==> src/rtl/rstk_pkg.sv <==
package rstk_pkg;

    typedef enum logic [2:0] {
        ZN_EMPTY,
        ZN_LOW,
        ZN_SAFE,
        ZN_HIGH,
        ZN_FULL
    } zone_e;

    typedef enum logic [1:0] {
        OP_IDLE,
        OP_PUSH,
        OP_POP,
        OP_SWAP
    } op_e;

    function automatic zone_e classify(int f, int depth, int lo, int hi);
        if (f == 0)
            return ZN_EMPTY;
        else if (f >= depth)
            return ZN_FULL;
        else if (f < lo)
            return ZN_LOW;
        else if (f > hi)
            return ZN_HIGH;
        else
            return ZN_SAFE;
    endfunction

endpackage

==> src/rtl/rstk_decode.sv <==
module rstk_decode
    import rstk_pkg::*;
(
    input  logic push,
    input  logic pop,
    input  logic is_empty,
    input  logic is_full,
    output op_e  op,
    output logic ovf_evt,
    output logic unf_evt
);

    always_comb begin
        op      = OP_IDLE;
        ovf_evt = 1'b0;
        unf_evt = 1'b0;
        unique case ({push, pop})
            2'b10: begin
                if (is_full) ovf_evt = 1'b1;
                else         op      = OP_PUSH;
            end
            2'b01: begin
                if (is_empty) unf_evt = 1'b1;
                else          op      = OP_POP;
            end
            2'b11: op = is_empty ? OP_PUSH : OP_SWAP;
            default: op = OP_IDLE;
        endcase
    end

endmodule

==> src/rtl/rstk_zone_fsm.sv <==
module rstk_zone_fsm
    import rstk_pkg::*;
#(
    parameter int DEPTH     = 33,
    parameter int LOW_MARK  = 3,
    parameter int HIGH_MARK = 28,
    localparam int CW       = $clog2(DEPTH + 1)
) (
    input  logic          clk,
    input  logic          rst_n,
    input  op_e           op,
    output logic [CW-1:0] fill,
    output logic          is_empty,
    output logic          is_full,
    output logic          out_of_band
);

    zone_e         zone, nxt_zone;
    logic [CW-1:0] nxt_fill;

    always_comb begin
        nxt_fill = fill;
        nxt_zone = zone;
        unique case (op)
            OP_PUSH: begin
                nxt_fill = fill + CW'(1);
                nxt_zone = classify(int'(nxt_fill), DEPTH, LOW_MARK, HIGH_MARK);
            end
            OP_POP: begin
                nxt_fill = fill - CW'(1);
                nxt_zone = classify(int'(nxt_fill), DEPTH, LOW_MARK, HIGH_MARK);
            end
            OP_SWAP, OP_IDLE: begin
                nxt_fill = fill;
                nxt_zone = zone;
            end
            default: nxt_zone = zone;
        endcase
    end

    always_ff @(posedge clk) begin
        if (!rst_n) begin
            zone <= ZN_EMPTY;
            fill <= '0;
        end else begin
            zone <= nxt_zone;
            fill <= nxt_fill;
        end
    end

    always_comb begin
        is_empty    = 1'b0;
        is_full     = 1'b0;
        out_of_band = 1'b0;
        unique case (zone)
            ZN_EMPTY: begin
                is_empty    = 1'b1;
                out_of_band = 1'b1;
            end
            ZN_LOW:  out_of_band = 1'b1;
            ZN_SAFE: out_of_band = 1'b0;
            ZN_HIGH: out_of_band = 1'b1;
            ZN_FULL: begin
                is_full     = 1'b1;
                out_of_band = 1'b1;
            end
            default: out_of_band = 1'b0;
        endcase
    end

endmodule

==> src/rtl/rstk_store.sv <==
module rstk_store #(
    parameter int AW    = 24,
    parameter int DEPTH = 33,
    localparam int CW   = $clog2(DEPTH + 1)
) (
    input  logic          clk,
    input  logic          we,
    input  logic [CW-1:0] widx,
    input  logic [AW-1:0] wdata,
    input  logic [CW-1:0] ridx,
    output logic [AW-1:0] rdata
);

    logic [AW-1:0] slot [DEPTH];

    for (genvar g = 0; g < DEPTH; g++) begin : g_slot
        always_ff @(posedge clk) begin
            if (we && widx == CW'(g))
                slot[g] <= wdata;
        end
    end

    always_comb begin
        rdata = '0;
        for (int i = 0; i < DEPTH; i++) begin
            if (ridx == CW'(i))
                rdata = slot[i];
        end
    end

endmodule

==> src/rtl/rstk.sv <==
module rstk
    import rstk_pkg::*;
#(
    parameter int AW        = 24,
    parameter int DEPTH     = 33,
    parameter int LOW_MARK  = 3,
    parameter int HIGH_MARK = 28
) (
    input  logic                         clk,
    input  logic                         rst_n,
    input  logic                         push_i,
    input  logic                         pop_i,
    input  logic [AW-1:0]                push_addr_i,
    input  logic                         lvl_irq_en_i,
    input  logic                         err_clr_i,
    output logic [AW-1:0]                tos_o,
    output logic [$clog2(DEPTH+1)-1:0]   fill_o,
    output logic                         lvl_irq_o,
    output logic                         overflow_o,
    output logic                         underflow_o
);

    localparam int CW = $clog2(DEPTH + 1);

    op_e           op;
    logic          ovf_evt, unf_evt;
    logic          is_empty, is_full, out_of_band;
    logic [CW-1:0] fill;
    logic [CW-1:0] widx;
    logic [AW-1:0] rdata;
    logic          we;

    rstk_decode u_dec (
        .push     (push_i),
        .pop      (pop_i),
        .is_empty (is_empty),
        .is_full  (is_full),
        .op       (op),
        .ovf_evt  (ovf_evt),
        .unf_evt  (unf_evt)
    );

    rstk_zone_fsm #(
        .DEPTH     (DEPTH),
        .LOW_MARK  (LOW_MARK),
        .HIGH_MARK (HIGH_MARK)
    ) u_fsm (
        .clk         (clk),
        .rst_n       (rst_n),
        .op          (op),
        .fill        (fill),
        .is_empty    (is_empty),
        .is_full     (is_full),
        .out_of_band (out_of_band)
    );

    assign we   = (op == OP_PUSH) || (op == OP_SWAP);
    assign widx = (op == OP_PUSH) ? fill : fill - CW'(1);

    rstk_store #(
        .AW    (AW),
        .DEPTH (DEPTH)
    ) u_store (
        .clk   (clk),
        .we    (we),
        .widx  (widx),
        .wdata (push_addr_i),
        .ridx  (fill - CW'(1)),
        .rdata (rdata)
    );

    always_ff @(posedge clk) begin
        if (!rst_n) begin
            overflow_o  <= 1'b0;
            underflow_o <= 1'b0;
        end else begin
            overflow_o  <= ovf_evt | (overflow_o  & ~err_clr_i);
            underflow_o <= unf_evt | (underflow_o & ~err_clr_i);
        end
    end

    assign tos_o     = is_empty ? '0 : rdata;
    assign fill_o    = fill;
    assign lvl_irq_o = out_of_band & lvl_irq_en_i;

endmodule

==> config.mk <==
export PLATFORM = sky130hd
export DESIGN_NAME = rstk
export DESIGN_NICKNAME = d
export VERILOG_FILES = /design/src/rtl/rstk_pkg.sv /design/src/rtl/rstk_decode.sv /design/src/rtl/rstk_zone_fsm.sv /design/src/rtl/rstk_store.sv /design/src/rtl/rstk.sv
export SDC_FILE = /design/constraint.sdc
export NUM_CORES = 1
export LEC_CHECK = 0
export ABC_CLOCK_PERIOD_IN_PS = 4270
export BUFFER_PORTS_ARGS = -buffer_cell sky130_fd_sc_hd__buf_2
export CAP_MARGIN = 20
export CORE_ASPECT_RATIO = 1.25
export CORE_MARGIN = 2
export CORE_UTILIZATION = 35
export CTS_CLUSTER_SIZE = 12
export DETAILED_ROUTE_END_ITERATION = 7
export GPL_ROUTABILITY_DRIVEN = 0
export PLACE_DENSITY = 0.53
export SYNTH_ARGS = -nofsm -noshare
export SYNTH_HDL_FRONTEND = slang
export SYNTH_SLANG_ARGS = --single-unit
==> constraint.sdc <==
create_clock -name clk -period 4.27 [get_ports clk]
set_input_delay 0.2135 -clock clk [delete_from_list [all_inputs] [get_ports clk]]
set_output_delay 0.2135 -clock clk [all_outputs]
set_load 0.02 [all_outputs]
## Yosys cells after proc, flatten, opt, wreduce, memory -nomap -nowiden

Memories as Yosys holds them, arrays and structs flattened.
Index checks and enable logic that the tools add are counted.

| operators by class | value |
|---|---|
| add/sub/neg operators | 2 |
| $lt $le $gt $ge | 6 |
| equal/unequal tests | 73 |
| muxes and demuxes | 218 |
| bitwise logic cells | 6 |
| reduce and logical (&&, ||, !) cells | 74 |

Operators with widths:

| cell | count |
|---|---|
| $mux 24 | 66 |
| $reduce_or 24->1 | 32 |
| $mux 6 | 33 |
| $eq 6x5->1 const B | 32 |
| $mux 1 | 108 |
| $eq 6x4->1 const B | 16 |
| $eq 6x3->1 const B | 8 |
| $logic_and 1x1->1 | 33 |
| $eq 6x2->1 const B | 4 |
| $logic_not 6->1 | 4 |
| $mux 3 | 6 |
| $eq 6x1->1 const B | 2 |
| $eq 6x6->1 const B | 2 |
| $ge 6x6->1 const B | 2 |
| $gt 6x5->1 const B | 2 |
| $lt 6x2->1 const B | 2 |
| $pmux 6 s2 | 1 |
| $eq 2x2->1 const B | 4 |
| $add 6x1->6 const B | 1 |
| $pmux 2 s3 | 1 |
| $pmux 3 s2 | 1 |
| $sub 6x1->6 const B | 1 |
| $eq 2x1->1 const B | 2 |
| $mux 2 | 2 |
| other kinds (11) | 14 |

| storage, ports and cells | value |
|---|---|
| flip-flop bits (word level) | 11 |
| RAM bits | 792 |
| input bits | 30 |
| output and inout bits | 33 |
| word-level logic and storage cells | 384 |
| memories | 1 |

Memories:

| name | depth | width | read ports | clocked after Yosys merged registers in | wr ports | line | RTL |
|---|---|---|---|---|---|---|---|
| u_store.slot | 33 | 24 | 33 | 0 | 1 | rstk_store.sv:14 | `logic [AW-1:0] slot [DEPTH];` |

## Longest topological paths before layout

| logic depth | value |
|---|---|
| depth in word-level cells | 43 |
| gate-level depth with buffers | 18 |

## Cells and area by module

A second synthesis with hierarchy kept.

| second synthesis, totals | value |
|---|---|
| cells, all modules | 2167 |
| area total of the unflattened synthesis | 33019.2 um^2 |

Modules (own cells, without submodules):

| module | times used | cells each | area each (um^2) | sequential area each (um^2) |
|---|---|---|---|---|
| rstk_store | 1 | 1980 | 31606.6 | 23782.8 |
| rstk_zone_fsm | 1 | 122 | 949.7 | 180.2 |
| rstk | 1 | 60 | 424.2 | 40.0 |
| rstk_decode | 1 | 5 | 38.8 | 0.0 |

## Worst setup path before layout

Ideal clock, no wire load.

| path | value |
|---|---|
| kind | reg2out |
| from | register u_fsm.fill[0] |
| to | output port tos_o[21] |
| data arrival time | 3.967 ns |
| data required time | 4.056 ns |
| path slack | 0.089 ns |
| stages on the path, launching flop included | 18 |
| buffers on the path | 6 |
| cell sequence | dfxtp_1 -> buf_2 -> buf_1 -> inv_1 -> ha_1 -> buf_2 -> or3b_1 -> buf_2 -> nor2b_1 -> buf_4 -> o31ai_1 -> buf_2 -> o21bai_1 -> a22oi_1 -> o21ai_1 -> a21oi_1 -> o311a_1 -> nor3_1 |

| between the ends | value |
|---|---|
| longest elaborated chain between the ends | 36 |
| elaborated cells between the ends (all ways) | 68 |

RTL lines:

| item | line | RTL |
|---|---|---|
| start, declared | rstk_zone_fsm.sv:12 | `output logic [CW-1:0] fill,` |
| start signal, assigned | rstk_zone_fsm.sv:47 | `fill <= nxt_fill;` |
| $sub 6x1->6 (*) | rstk.sv:68 | `.ridx (fill - CW'(1)),` |
| $logic_not 6->1 | rstk_store.sv:26 | `if (ridx == CW'(i))` |
| $mux 24 (32 in a row) | rstk_store.sv:26 |  |
| $mux 24 (*) | rstk_store.sv:26 |  |
| $mux 24 (*) | rstk.sv:82 | `assign tos_o = is_empty ? '0 : rdata;` |
| end, declared | rstk.sv:16 | `output logic [AW-1:0] tos_o,` |

Every way passes the cells marked *; elsewhere a longest branch is shown, timed or not.

## Worst setup path after layout

| path | value |
|---|---|
| from | register u_fsm.fill[0] |
| to | output port tos_o[2] |

The elaborated chain is that of the path after synthesis.

==> results.cfg <==
[synth]
post_synth.cell_area_avg_um2 = 14.0
synth_largest_area_cell = sky130_fd_sc_hd__edfxtp_1
leading_cell_types_by_total_area_after_synthesis = sky130_fd_sc_hd__edfxtp_1 (71%), sky130_fd_sc_hd__a21oi_1 (2.1%), sky130_fd_sc_hd__nor2_1 (2.0%)
postSynthRegisterBits = 803
syn-num-nets = 2418
synthFlopType = sky130_fd_sc_hd__edfxtp_1
yosysMostFrequentCell = sky130_fd_sc_hd__edfxtp_1
post_synth_most_frequent_cells = sky130_fd_sc_hd__edfxtp_1 (792), sky130_fd_sc_hd__nor2_1 (182), sky130_fd_sc_hd__nand2_1 (177)
syn_area_um2 = 33400
post_synth_inst_count = 2379
netlist.area_leader.share_pct = 71.2
synth_sequential_area_ratio_pct = 71.8
ys_types = 94
ys.warnings.count = 0
synth_enable_flop_cells = 792
synth-async-reset-ratio_pct = 0

[setup_path]
timing.critical_path.arrival_ns = 4.08
critical_path.startpoint = u_fsm.fill[0]$_SDFFE_PN0N_
worstRegToRegCells = 10
r2r_setup_slack_ns = 0.58
timing_worst_setup_path_type = reg2out
worst_path_max_delay_cell = sky130_fd_sc_hd__a311oi_2
timing.rr.start = u_fsm.zone[0]$_SDFFE_PN0N_
cp_slowest_stage_delay_ns = 0.46
critical_path_required_ns = 4.06
critical_path.reg2reg.endpoint = u_store.slot[0][764]$_DFFE_PP_
crit_top_cell = sky130_fd_sc_hd__buf_6
cp-end-kind = primary output
critical_path.cell_chain = inv_4, ha_4, buf_6, nor2b_4, a32oi_4, buf_4, a311oi_2, buf_6, a21oi_1, and3_1, o211ai_1, a21oi_2, buf_4, o22ai_2, buf_6
worstPathMaxFanout = 9
timing.critical_path.from_type = register

[detailed_routing]
drt.antenna.violating_nets = 0
detailed_route_vias_per_instance = 6.25
drt-wirelength-per-cell_um = 32.8
dr.first_iter.drc_count = 3096
routed_wirelength_mm = 131
drt-pass1-iter-count = 7
detailroute.via_count = 25000
route.detailed.drc = 0

[timing]
setup_viol = 2
timing.hold.ws_ns = 0.168
worst_slack_ns = -0.0240
finalHoldViolations = 0
final-max-slew-violation-count = 0
period_needed_ns = 4.29
fin_crit_sh_pct = 101
transition_time_of_the_tightest_slew_check_pin_ns = 1.03
clock_skew_ns = 0.0410
max_slew_margin_pct = 31.6
tns_ns = -0.0251
fmaxAchievable_mhz = 233
unrepaired_setup_endpoints_after_global_routing = true

[final_layout]
final_layout_size_suffix_gt1_share_pct = 29.6
areaGrowthSynthToFinish_pct = 26.0
post-route-cell-area_um2 = 42100
nNetsFinal = 2783

[clocking]
root_buffer = sky130_fd_sc_hd__clkbuf_16
clockBufferDepth = 3
clkSinkCount = 803
tritoncts_clock_tree = built
deepest_level_of_the_cts_h_tree = 3
cts_made_buffers = 82
worst_skew_pair.late_latency_ns = 0.67
worst_setup_hold_path_clk_slew_ns = 0.06

[floorplan]
placement_rows = 126
die_h_um = 350
dieWidth_um = 280
floorplan.initialDensity_pct = 35.3
placeableCoreArea_um2 = 94600
design.portCount = 63
fp.dieArea_um2 = 98000

[min_path]
hold_start = push_addr_i[17]
hold_class = in2reg
min_to = u_store.slot[0][737]$_DFFE_PP_
worst_hold_path.num_cells = 1

[power]
power.static_leakage_nw = 13.8
p_sw_mw = 11.4
switching_share_of_power_pct = 39.3
power-per-cell-area_nw_per_um2 = 691
post-layout-total-power_mw = 29.1
p_int_mw = 17.7
irDropWorstVdd_v = 0.000563
comb_power_share_pct = 44.8
power.share.sequential_pct = 32.2
power.share.clock_pct = 23.0

[global_route]
grt_antenna_before_repair = 6
grt_first_pass_wirelength_mm = 183
via_count_of_the_first_global_routing_pass = 24300
globalRouteTotalUtil_pct = 26.1
overflow = 0
grt_start_max_net_pins = 53

[place]
dp.final_hpwl_mm = 86.3
detailed_place.area_um2 = 36800
port_buffers = 62

[run_status]
violated_checks = negative setup slack
run_status = finished, violations left

[run]
drv.max_cap_violation_count = 0
## registers in the layout, indices dropped and copies added (netlist names)
register	cells
overflow_o	1
u_fsm.zone	3
underflow_o	1
u_fsm.fill	6
u_store.slot	792
## what timing repair did
item	CTS	global route
resized for setup	221	176
buffers inserted	51	62
pin swaps	41	74
hold endpoints to repair	11	0
hold buffers	6	0
cloned	5	4
setup endpoints to repair	24	24
## how the worst max path moves through the flow
stage	cells after the start	slack (ns)	to
6_report	15	-0.02	tos_o[2]
5_1_grt	14	-0.06	tos_o[0]
4_1_cts	14	-0.007	tos_o[21]
3_5_place_dp	12	-0.41	tos_o[17]
3_3_place_gp	14	-0.58	tos_o[1]
2_1_floorplan	17	0.09	tos_o[21]
## metrics by stage
stage	utilization, %	setup slack, ns	std cells
global placement	38.9	-0.579	3748
floorplan	-	0.0891	2379
CTS	43.1	-0.00721	3936
global route	44.5	-0.0648	4001
finish	44.5	-0.0240	4002
detailed placement	38.9	-0.405	3749
## critical path, delay by kind of cell (launching register included)
kind                       cells  cell delay, ns
AOI/OAI and AO/OA              6            1.49
buffers and inverters          6            0.99
and+or+nand+nor                2            0.46
DFF                            1            0.36
adders and majority gates      1            0.13
## area by class of cell
cell class	count	area [µm²]
Fill cell	8492	52500
Inverter	15	70.1
Clock buffer	102	2170
Sequential cell	803	24000
Antenna cell	1	2.50
Tap cell	1216	1520
Multi-Input combinational cell	1405	10300
Clock inverter	23	228
Timing Repair Buffer	437	3820
## power groups by stage
stage / clock, mW / sequential [mW] / combinational (mW)
after floorplan: 0 / 9.48 / 5.13
after global placement: 0 / 9.49 / 10.3
after detailed placement: 0 / 9.51 / 10.3
after CTS: 6.78 / 9.35 / 11.6
after global routing: 7.05 / 9.40 / 13.4
final: 6.70 / 9.37 / 13.0
## kinds of logic after synthesis
family | count (synthesis) | synth area share (%)
AO/OA/AOI/OAI | 789 | 17.0
XOR/XNOR | 10 | 0.262
adder cells (fa/ha/maj) | 9 | 0.337
buffers and inverters | 171 | 2.24
flip-flops | 803 | 71.8
multiplexers | 5 | 0.153
AND/OR/NAND/NOR | 592 | 8.21
## layer usage
metal,global-route usage [%],share of wire (%)
met5,0,0.0099
met4,13.4,5.7
met3,3.90,7.5
met2,44.9,50
met1,31.9,37
## cells in the final DEF (no fill, tap or decap), types with 21 or more instances in the layout
cell type / n
sky130_fd_sc_hd__edfxtp_1: 792
sky130_fd_sc_hd__buf_4: 299
sky130_fd_sc_hd__nand2_1: 164
sky130_fd_sc_hd__nor2_1: 128
sky130_fd_sc_hd__a21oi_1: 123
sky130_fd_sc_hd__o21ai_0: 100
sky130_fd_sc_hd__clkbuf_16: 88
sky130_fd_sc_hd__o22ai_1: 61
sky130_fd_sc_hd__buf_2: 52
sky130_fd_sc_hd__nor2_2: 47
sky130_fd_sc_hd__nand3_1: 46
sky130_fd_sc_hd__a221oi_1: 44
sky130_fd_sc_hd__nor3_1: 41
sky130_fd_sc_hd__buf_6: 40
sky130_fd_sc_hd__a22oi_1: 33
sky130_fd_sc_hd__a221o_1: 31
sky130_fd_sc_hd__o211ai_1: 30
sky130_fd_sc_hd__o221ai_1: 29
sky130_fd_sc_hd__buf_12: 25
sky130_fd_sc_hd__a211oi_1: 22
sky130_fd_sc_hd__o21ai_1: 21
Note: power is estimated with default switching activity, not from simulation.
